--- src/rtl/alu_pkg.sv ---
package alu_pkg;

  typedef enum logic [3:0] {
    OP_ADD  = 4'd0,
    OP_ADDU = 4'd1,
    OP_SUB  = 4'd2,
    OP_SUBU = 4'd3,
    OP_AND  = 4'd4,
    OP_OR   = 4'd5,
    OP_XOR  = 4'd6,
    OP_NOR  = 4'd7,
    OP_SLT  = 4'd10,
    OP_SLTU = 4'd11
  } alu_op_e;

  // bitwise function select, matches the two low code bits of 4..7
  typedef enum logic [1:0] {
    LF_AND = 2'd0,
    LF_OR  = 2'd1,
    LF_XOR = 2'd2,
    LF_NOR = 2'd3
  } logic_fn_e;

  typedef struct packed {
    logic      use_adder;   // result comes from the adder
    logic      invert_b;    // subtract: ~B and carry-in 1
    logic      ovf_enable;  // signed add / subtract report overflow
    logic      is_cmp;      // set-less-than
    logic      cmp_signed;  // signed comparison
    logic      is_logic;    // bitwise function
    logic_fn_e lfn;
  } alu_ctl_t;

endpackage

--- src/rtl/alu_decode.sv ---
module alu_decode
  import alu_pkg::*;
(
  input  logic [3:0] mode_i,
  output alu_ctl_t   ctl_o
);

  always_comb begin
    ctl_o = '0;
    case (mode_i)
      OP_ADD: begin
        ctl_o.use_adder  = 1'b1;
        ctl_o.ovf_enable = 1'b1;
      end
      OP_ADDU: begin
        ctl_o.use_adder  = 1'b1;
      end
      OP_SUB: begin
        ctl_o.use_adder  = 1'b1;
        ctl_o.invert_b   = 1'b1;
        ctl_o.ovf_enable = 1'b1;
      end
      OP_SUBU: begin
        ctl_o.use_adder  = 1'b1;
        ctl_o.invert_b   = 1'b1;
      end
      OP_AND, OP_OR, OP_XOR, OP_NOR: begin
        ctl_o.is_logic   = 1'b1;
        ctl_o.lfn        = logic_fn_e'(mode_i[1:0]);
      end
      OP_SLT: begin
        ctl_o.invert_b   = 1'b1;
        ctl_o.is_cmp     = 1'b1;
        ctl_o.cmp_signed = 1'b1;
      end
      OP_SLTU: begin
        ctl_o.invert_b   = 1'b1;
        ctl_o.is_cmp     = 1'b1;
      end
      default: ctl_o = '0;
    endcase
  end

endmodule

--- src/rtl/alu_cla_adder.sv ---
// Adder built from lookahead blocks of BLK bits; block carries ripple.
module alu_cla_adder #(
  parameter int WIDTH = 32,
  parameter int BLK   = 8
) (
  input  logic [WIDTH-1:0] a_i,
  input  logic [WIDTH-1:0] b_i,
  input  logic             cin_i,
  output logic [WIDTH-1:0] sum_o,
  output logic             cout_o,
  output logic             cmsb_o   // carry into the top bit
);

  localparam int NBLK = WIDTH / BLK;

  logic [NBLK:0]  blk_c;
  logic [WIDTH:0] bit_c;

  assign blk_c[0]     = cin_i;
  assign bit_c[WIDTH] = blk_c[NBLK];

  for (genvar k = 0; k < NBLK; k++) begin : g_blk
    logic [BLK-1:0] g;
    logic [BLK-1:0] p;
    logic [BLK:0]   bc;

    assign g = a_i[k*BLK +: BLK] & b_i[k*BLK +: BLK];
    assign p = a_i[k*BLK +: BLK] ^ b_i[k*BLK +: BLK];

    // sum-of-products lookahead for every carry inside the block
    always_comb begin
      logic acc;
      logic run;
      bc[0] = blk_c[k];
      for (int i = 0; i < BLK; i++) begin
        acc = 1'b0;
        run = 1'b1;
        for (int j = i; j >= 0; j--) begin
          acc = acc | (run & g[j]);
          run = run & p[j];
        end
        bc[i+1] = acc | (run & blk_c[k]);
      end
    end

    assign sum_o[k*BLK +: BLK] = p ^ bc[BLK-1:0];
    assign bit_c[k*BLK +: BLK] = bc[BLK-1:0];
    assign blk_c[k+1]          = bc[BLK];
  end

  assign cout_o = bit_c[WIDTH];
  assign cmsb_o = bit_c[WIDTH-1];

endmodule

--- src/rtl/alu_logic_unit.sv ---
module alu_logic_unit
  import alu_pkg::*;
#(
  parameter int WIDTH = 32
) (
  input  logic [WIDTH-1:0] a_i,
  input  logic [WIDTH-1:0] b_i,
  input  logic_fn_e        fn_i,
  output logic [WIDTH-1:0] y_o
);

  always_comb begin
    case (fn_i)
      LF_AND:  y_o = a_i & b_i;
      LF_OR:   y_o = a_i | b_i;
      LF_XOR:  y_o = a_i ^ b_i;
      default: y_o = ~(a_i | b_i);
    endcase
  end

endmodule

--- src/rtl/alu_result_sel.sv ---
// Picks the result word and forms carry, overflow and zero.
module alu_result_sel
  import alu_pkg::*;
#(
  parameter int WIDTH = 32
) (
  input  alu_ctl_t         ctl_i,
  input  logic [WIDTH-1:0] sum_i,
  input  logic             cout_i,
  input  logic             cmsb_i,
  input  logic [WIDTH-1:0] lgc_i,
  output logic [WIDTH-1:0] res_o,
  output logic             carry_o,
  output logic             ovf_o,
  output logic             zero_o
);

  localparam int MSB = WIDTH - 1;

  logic raw_ovf;
  logic less;

  assign raw_ovf = cmsb_i ^ cout_i;
  assign less    = ctl_i.cmp_signed ? (sum_i[MSB] ^ raw_ovf) : ~cout_i;

  always_comb begin
    res_o   = '0;
    carry_o = 1'b0;
    ovf_o   = 1'b0;
    if (ctl_i.is_logic) begin
      res_o = lgc_i;
    end else if (ctl_i.is_cmp) begin
      res_o = {{(WIDTH-1){1'b0}}, less};
    end else if (ctl_i.use_adder) begin
      res_o   = sum_i;
      carry_o = cout_i;
      ovf_o   = ctl_i.ovf_enable & raw_ovf;
    end
  end

  assign zero_o = ~|res_o;

endmodule

--- src/rtl/int_alu.sv ---
module int_alu
  import alu_pkg::*;
#(
  parameter int WIDTH   = 32,
  parameter int BLK     = 8,
  parameter bit REG_OUT = 1'b1
) (
  input  logic             clk,
  input  logic             rst_n,
  input  logic [WIDTH-1:0] opa_i,
  input  logic [WIDTH-1:0] opb_i,
  input  logic [3:0]       mode_i,
  output logic [WIDTH-1:0] res_o,
  output logic             carry_o,
  output logic             ovf_o,
  output logic             zero_o
);

  alu_ctl_t         ctl;
  logic [WIDTH-1:0] add_b;
  logic [WIDTH-1:0] sum;
  logic             cout;
  logic             cmsb;
  logic [WIDTH-1:0] lgc;
  logic [WIDTH-1:0] res_d;
  logic             carry_d;
  logic             ovf_d;
  logic             zero_d;

  alu_decode u_dec (
    .mode_i (mode_i),
    .ctl_o  (ctl)
  );

  assign add_b = ctl.invert_b ? ~opb_i : opb_i;

  alu_cla_adder #(.WIDTH(WIDTH), .BLK(BLK)) u_add (
    .a_i    (opa_i),
    .b_i    (add_b),
    .cin_i  (ctl.invert_b),
    .sum_o  (sum),
    .cout_o (cout),
    .cmsb_o (cmsb)
  );

  alu_logic_unit #(.WIDTH(WIDTH)) u_lgc (
    .a_i  (opa_i),
    .b_i  (opb_i),
    .fn_i (ctl.lfn),
    .y_o  (lgc)
  );

  alu_result_sel #(.WIDTH(WIDTH)) u_sel (
    .ctl_i   (ctl),
    .sum_i   (sum),
    .cout_i  (cout),
    .cmsb_i  (cmsb),
    .lgc_i   (lgc),
    .res_o   (res_d),
    .carry_o (carry_d),
    .ovf_o   (ovf_d),
    .zero_o  (zero_d)
  );

  if (REG_OUT) begin : g_reg
    logic [WIDTH-1:0] res_q;
    logic             carry_q;
    logic             ovf_q;
    logic             zero_q;

    always_ff @(posedge clk or negedge rst_n) begin
      if (!rst_n) begin
        res_q   <= '0;
        carry_q <= 1'b0;
        ovf_q   <= 1'b0;
        zero_q  <= 1'b1;
      end else begin
        res_q   <= res_d;
        carry_q <= carry_d;
        ovf_q   <= ovf_d;
        zero_q  <= zero_d;
      end
    end

    assign res_o   = res_q;
    assign carry_o = carry_q;
    assign ovf_o   = ovf_q;
    assign zero_o  = zero_q;
  end else begin : g_comb
    assign res_o   = res_d;
    assign carry_o = carry_d;
    assign ovf_o   = ovf_d;
    assign zero_o  = zero_d;
  end

endmodule

--- config.mk ---
export PLATFORM = sky130hd
export DESIGN_NAME = int_alu
export DESIGN_NICKNAME = d
export VERILOG_FILES = /design/src/rtl/alu_pkg.sv /design/src/rtl/alu_decode.sv /design/src/rtl/alu_cla_adder.sv /design/src/rtl/alu_logic_unit.sv /design/src/rtl/alu_result_sel.sv /design/src/rtl/int_alu.sv
export SDC_FILE = /design/constraint.sdc
export NUM_CORES = 1
export LEC_CHECK = 0
export BUFFER_PORTS_ARGS = -buffer_cell sky130_fd_sc_hd__buf_2
export CAP_MARGIN = 20
export CORE_ASPECT_RATIO = 1.1
export CORE_MARGIN = 1.5
export CORE_UTILIZATION = 53
export CTS_CLUSTER_SIZE = 12
export DETAILED_ROUTE_END_ITERATION = 8
export GPL_TIMING_DRIVEN = 0
export PLACE_DENSITY = 0.8
export SYNTH_ARGS = -nofsm -noshare
export SYNTH_HDL_FRONTEND = slang
export SYNTH_HIERARCHICAL = 1
export SYNTH_SLANG_ARGS = --single-unit
--- constraint.sdc ---
create_clock -name clk -period 0.8 [get_ports clk]
set_clock_uncertainty 0.15 [all_clocks]
set_input_delay 0.16 -clock clk [delete_from_list [all_inputs] [get_ports clk]]
set_output_delay 0.16 -clock clk [all_outputs]
set_load 0.02 [all_outputs]
==> results of run 1 <==
==> kinds of logic (layout without fill, tap and decap cells) <==
family,Yosys count,in the layout,synth area share
adders and majority gates,100,100,0.226
AOI/OAI and AO/OA,158,158,0.192
DFF,35,35,0.155
xor gates and xnor gates,59,59,0.0911
and+or+nand+nor,176,176,0.155
buffers and inverters,119,269,0.105
muxes,29,29,0.0759
==> sequential cells by signal, summed over array words and instances (netlist names) <==
register  cells
res_o        32
carry_o       1
ovf_o         1
zero_o        1
==> cells in the final DEF, fill, tap and decap left out, types with 21 or more instances in the layout <==
cell type  Yosys  routed
buf_6          7      47
inv_1         87      84
o21ai_0       40      34
o21ai_1       31      30
nand2_1       88      85
dfrtp_1       34      34
a22o_1        21      21
xor2_1        42      29
ha_1          96      91
buf_4          2      34
mux2_4        28      28
buf_2          7      73
==> worst paths after layout <==
path	startpoint	to	slack (ns)	cells past startpoint
worst max-delay path	mode_i[2]	zero_o$_DFF_PN1_	-3.21	18
worst min-delay path	rst_n	ovf_o$_DFF_PN0_	-0.28	1
max in group asynchronous	rst_n	zero_o$_DFF_PN1_	0.41	1
min in group clk	mode_i[0]	ovf_o$_DFF_PN0_	0.11	3
==> power by group <==
part           switching [mW]  internal [mW]  leakage (nW)
clock                   0.801           1.47        0.0838
combinational            3.38           2.90          3.32
sequential              0.101           1.96         0.463
==> repair_timing <==
action / 4_1_cts / 5_1_grt
setup endpoints to repair: 70 / 104
endpoints found under the hold margin: 34 / 34
resized for setup: 106 / 59
gates cloned: 1 / 0
setup buffers: 19 / 18
pin swaps: 33 / 53
==> through the flow <==
step	setup TNS (ns)	util
after floorplan	-72.01	-
after global placement	-94.41	0.620
after detailed placement	-97.30	0.620
after CTS	-89.14	0.688
after global routing	-94.58	0.732
final	-92.85	0.732
==> layout make-up <==
cell class / count / area, um2
multi-input cells: 522 / 4680
flip-flops and latches: 35 / 877
clock buffers: 5 / 125
plain buffers: 32 / 279
clock inverters: 3 / 43.8
fillers: 706 / 2790
repair buffers: 142 / 1090
inverters: 87 / 327
well taps: 143 / 179
==> per-layer routing <==
layer | vias up | track usage | share of wire
met5 | - | 0 | 0
met4 | 0 | 0.135 | 0.044
met3 | 78 | 0.0502 | 0.087
met2 | 368 | 0.524 | 0.49
met1 | 2728 | 0.368 | 0.37
li1 | 2594 | - | -
==> summary.log, run 1 <==
[floorplanning] core box area 10400 um2
[logic_synthesis] proportion of register bits with asynchronous set or reset after synthesis 1.00
[status] run status finished with violations
[pwr] Design Power 10.6 mW
[logic_synthesis] Yosys warning count 6
[placed_design] HPWL reported at the end of detailed placement 12.4 mm
[pwr] areal power density over the cells 1400 nW/um2
[cells_and_area] Antenna Diode Count 0
[placed_design] number of port buffers 104
[floorplanning] overall die height 111 um
[pwr] Max rail drop VDD 0.00108 V
[global_route] All-Layer GR Usage 0.304
[setup_path] Critical Path Source Type primary input
[timing] number of endpoints failing setup at the final stage 70
[cells_and_area] final instance count without filler cells 969
[logic_synthesis] number of flip-flops and latches in the synthesized netlist 35
[timing] worst slack on hold paths -0.285 ns
[timing] actual transition at the worst max-transition pin 0.647 ns
[cts] clock root buffer clkbuf_16
[setup_path] crit-path cells buf_8 -> and2b_2 -> buf_8 -> buf_12 -> xor2_2 -> ha_4 -> a21o_1 -> a221o_1 -> a22oi_2 -> o221ai_4 -> a211oi_4 -> o31ai_4 -> xor2_2 -> nor2b_4 -> a21boi_2 -> o2111ai_1 -> nor4_1 -> and4b_1
[cells_and_area] layout cells sized above 1 0.367
[logic_synthesis] cell count after synthesis 676
[timing] Max Freq 0.249 GHz
[cells_and_area] final-stage net count 995
[logic_synthesis] fraction of post-synthesis cell area in the top cell type by area 0.212
[global_route] pin count of the biggest net entering global routing 36
[floorplanning] number of placed I/O pins 105
[setup_path] Worst path top cell family by delay compound AO/OA/AOI/OAI gates
[floorplanning] Die Wd 102 um
[cells_and_area] cell area after layout 7600 um2
[logic_synthesis] most instantiated cells after synthesis ha_1, nand2_1, inv_1, xor2_1, o21ai_0
[timing] period utilization 5.01
[run] Max-cap violations 0
[setup_path] maximum single-stage delay on the critical path 0.39 ns
[cts] buffers from clock root to sink, at most 2
[routing] first-pass detailed-route iteration total 9
[timing] Rel. slew slack 0.568
[routing] routed vias/inst 5.95
[setup_path] sum of buffers and inverters on the critical path 3
[timing] Final Max Tran Viols 0
[setup_path] crit path kind in2reg
[routing] first-iteration detailed-routing DRC count 566
[routing] Residual DRC 0
[logic_synthesis] average cell area after synthesis 8.39 um2
[timing] final critical delay including setup and external delays 4.01 ns
[cts] clk sinks 35
[logic_synthesis] post-synth cell types 67
[logic_synthesis] Primary FF master, synth dfrtp_1
[floorplanning] die area 11300 um2
[logic_synthesis] count of flip-flops with a built-in enable after synthesis 0
[setup_path] type of element capturing the critical path flip-flop
[timing] post-layout worst setup margin -3.21 ns
[cells_and_area] Area growth syn-to-layout 34.1%
[setup_path] CP max FO 5
[routing] remaining number of nets flagged by the antenna check after routing 0
[cts] CTS H-tree depth 2
[placed_design] routability congestion estimate 0.921
[pwr] Static Leak 3.87 nW
[timing] RSZ-0062 raised after global routing true
[global_route] global-route wire length before repair 27.2 mm
[setup_path] Slowest cell on crit path a221o_1
[cts] Clock Pin Slew Worst Setup and Hold Paths 0.07 ns
[setup_path] critical path data required time 0.86 ns
[routing] wire length reported by the detailed router 18.9 mm
[logic_synthesis] register area share after synthesis 0.155
[routing] total via count after detailed routing 5768
[status] violated checks negative hold slack, negative setup slack
[placed_design] number of placed cells counting well taps 923
[setup_path] arrival time of the worst setup path 4.07 ns
[global_route] leftover overflow at the end of global routing 0
[worst_hold_path] worst hold path class in2async
[cts] total clock buffers created by CTS 5
[floorplanning] row count 39
[logic_synthesis] cell area after technology mapping 5670 um2
[placed_design] total cell area at the placement stage 6440 um2
[global_route] vias in the first global route 5675
[placed_design] pre-CTS setup slack -3.64 ns
[global_route] number of antenna violations at the first check in global routing 0
[logic_synthesis] biggest area contributors in the synthesized netlist ha_1, dfrtp_1, mux2_4
[routing] routed length per instance 19.5 um
[logic_synthesis] most frequent cell after synthesis ha_1
[timing] final number of hold-violating endpoints 34
[floorplanning] Initial Util 0.545
[logic_synthesis] syn nets 846
[cts] CTS tree done
[logic_synthesis] area leader, netlist ha_1
No activity file was read; power rests on OpenSTA's default activity.
==> inputs of run 2 (changes only) <==
--- a/config.mk
+++ b/config.mk
@@ -14,6 +14,7 @@
 export DETAILED_ROUTE_END_ITERATION = 8
 export GPL_TIMING_DRIVEN = 0
 export PLACE_DENSITY = 0.8
+export REMOVE_ABC_BUFFERS = 1
 export SYNTH_ARGS = -nofsm -noshare
 export SYNTH_HDL_FRONTEND = slang
 export SYNTH_HIERARCHICAL = 1
==> summary.log, run 2 (same netlist as run 1, synthesis figures left out) <==
[status] run status finished with violations
[status] violated checks negative hold slack, negative setup slack
[timing] actual transition at the worst max-transition pin 0.613 ns
[setup_path] type of element capturing the critical path flip-flop
[placed_design] routability congestion estimate 0.898
[cells_and_area] number of flip-flops under the largest register name 32
[timing] Final Max Tran Viols 0
[floorplanning] row count 39
[floorplanning] die area 11300 um2
[floorplanning] core box area 10400 um2
[routing] routed length per instance 20.6 um
[routing] topmost layer with routed signal wires met4
[floorplanning] Initial Util 0.545
[run] Max-cap violations 0
[pwr] Max rail drop VDD 0.000825 V
[timing] period utilization 4.85
[pwr] net switching power 4.43 mW
[placed_design] number of port buffers 104
[pwr] portion of total power attributed to the clock network 0.226
[floorplanning] number of placed I/O pins 105
[timing] Rel. slew slack 0.592
[pwr] areal power density over the cells 1450 nW/um2
[cells_and_area] most common cell after layout, fill and taps aside ha_1
[routing] Residual DRC 0
[floorplanning] Die Wd 102 um
[routing] total via count after detailed routing 5861
[timing] final number of hold-violating endpoints 34
[timing] number of endpoints failing setup at the final stage 70
[routing] remaining number of nets flagged by the antenna check after routing 0
[cts] clock root buffer clkbuf_16
[cts] CTS H-tree depth 2
[pwr] Internal Pwr Total 6.88 mW
[timing] final critical delay including setup and external delays 3.88 ns
[routing] routed wire length on met3 1.60 mm
[cts] total clock buffers created by CTS 5
[global_route] pin count of the biggest net entering global routing 45
[floorplanning] overall die height 111 um
[pwr] Static Leak 3.90 nW
[global_route] global-route wire length before repair 27.2 mm
[cts] clk sinks 35
[cts] buffers from clock root to sink, at most 2
[cells_and_area] most frequent cells in the layout ha_1, nand2_1, inv_1
[setup_path] critical path data required time 0.88 ns
[timing] worst slack on hold paths -0.268 ns
[placed_design] HPWL reported at the end of detailed placement 10.7 mm
[timing] RSZ-0062 raised after global routing true
[placed_design] pre-CTS setup slack -3.78 ns
[cells_and_area] Area growth syn-to-layout 37.6%
[routing] first-iteration detailed-routing DRC count 499
[cells_and_area] layout cells sized above 1 0.370
[routing] wire length reported by the detailed router 19.8 mm
[pwr] Design Power 11.3 mW
[global_route] number of antenna violations at the first check in global routing 0
[pwr] switching share of power 0.392
[routing] routed vias/inst 6.09
[setup_path] Critical Path Source Type primary input
[global_route] vias in the first global route 5597
[routing] M1 WL 7.04 mm
[setup_path] arrival time of the worst setup path 3.96 ns
[worst_hold_path] worst hold path class in2async
[setup_path] crit path kind in2reg
[cells_and_area] Antenna Diode Count 0
[timing] Fin Setup TNS -91.85 ns
[setup_path] CP max FO 7
[pwr] logic gate share of total power 0.589
[global_route] All-Layer GR Usage 0.306
[cts] Clock Pin Slew Worst Setup and Hold Paths 0.06 ns
[routing] first-pass detailed-route iteration total 5
[routing] met2 WL 9.83 mm
[setup_path] worst setup path start mode_i[2]
[timing] post-layout worst setup margin -3.08 ns
[global_route] leftover overflow at the end of global routing 0
[cts] CTS tree done
[timing] Max Freq 0.258 GHz
[pwr] sequential share of power 0.186
[cells_and_area] final-stage net count 988
run 2: per-layer routing:
layer | track usage | up-vias
met4 | 0.156 | 0
met2 | 0.535 | 367
met5 | 0 | -
met3 | 0.0640 | 132
li1 | - | 2579
met1 | 0.344 | 2783
run 2: per-stage QoR:
step	std cells	utilization	instance area, um2
final	962	0.750	7800
after global routing	962	0.750	7800
after CTS	941	0.700	7270
after detailed placement	895	0.597	6210
after global placement	891	0.587	6100
after floorplan	644	-	5400
run 2: path summary, 6_finish.rpt:
path                                 endpoint  cells after the start  slack (ns)
max in group asynchronous    zero_o$_DFF_PN1_                      1        0.40
max                          zero_o$_DFF_PN1_                     19       -3.08
min                        res_o[3]$_DFF_PN0_                      1       -0.27
min in group clk              ovf_o$_DFF_PN0_                      3        0.16
run 2: worst max-delay path: stages:
cell	delay, ns
buf_8	0.09
and2b_4	0.26
buf_12	0.11
buf_12	0.12
buf_4	0.15
xor2_1	0.42
ha_4	0.27
nand2_1	0.11
nor3_4	0.27
inv_1	0.14
o221ai_4	0.31
a211oi_4	0.12
o31ai_4	0.28
xor2_1	0.25
xnor2_1	0.15
nand2_1	0.08
xor2_1	0.14
o31a_1	0.26
and4b_1	0.24
run 2: what timing repair did:
action | CTS | global route
setup endpoints to repair | 70 | 102
setup buffers | 33 | 23
endpoints found under the hold margin | 34 | 34
gates cloned | 5 | 0
pin swaps | 28 | 39
resized for setup | 132 | 68
run 2: final cells by class:
class	count	area [um2]
Multi-Input combinational cell	524	4780
Fill cell	649	2590
Timing Repair Buffer	165	1450
Sequential cell	35	877
Inverter	87	327
Tap cell	143	179
Clock buffer	6	129
Clock inverter	2	60.1
run 2: power groups by stage:
stage,logic [mW],registers [mW],clock network [mW]
floorplan,2.93,2.29,0
global placement,4.21,2.07,0
detailed placement,4.41,2.07,0
CTS,5.37,2.09,2.53
global route,7.04,2.10,2.66
finish,6.66,2.10,2.55
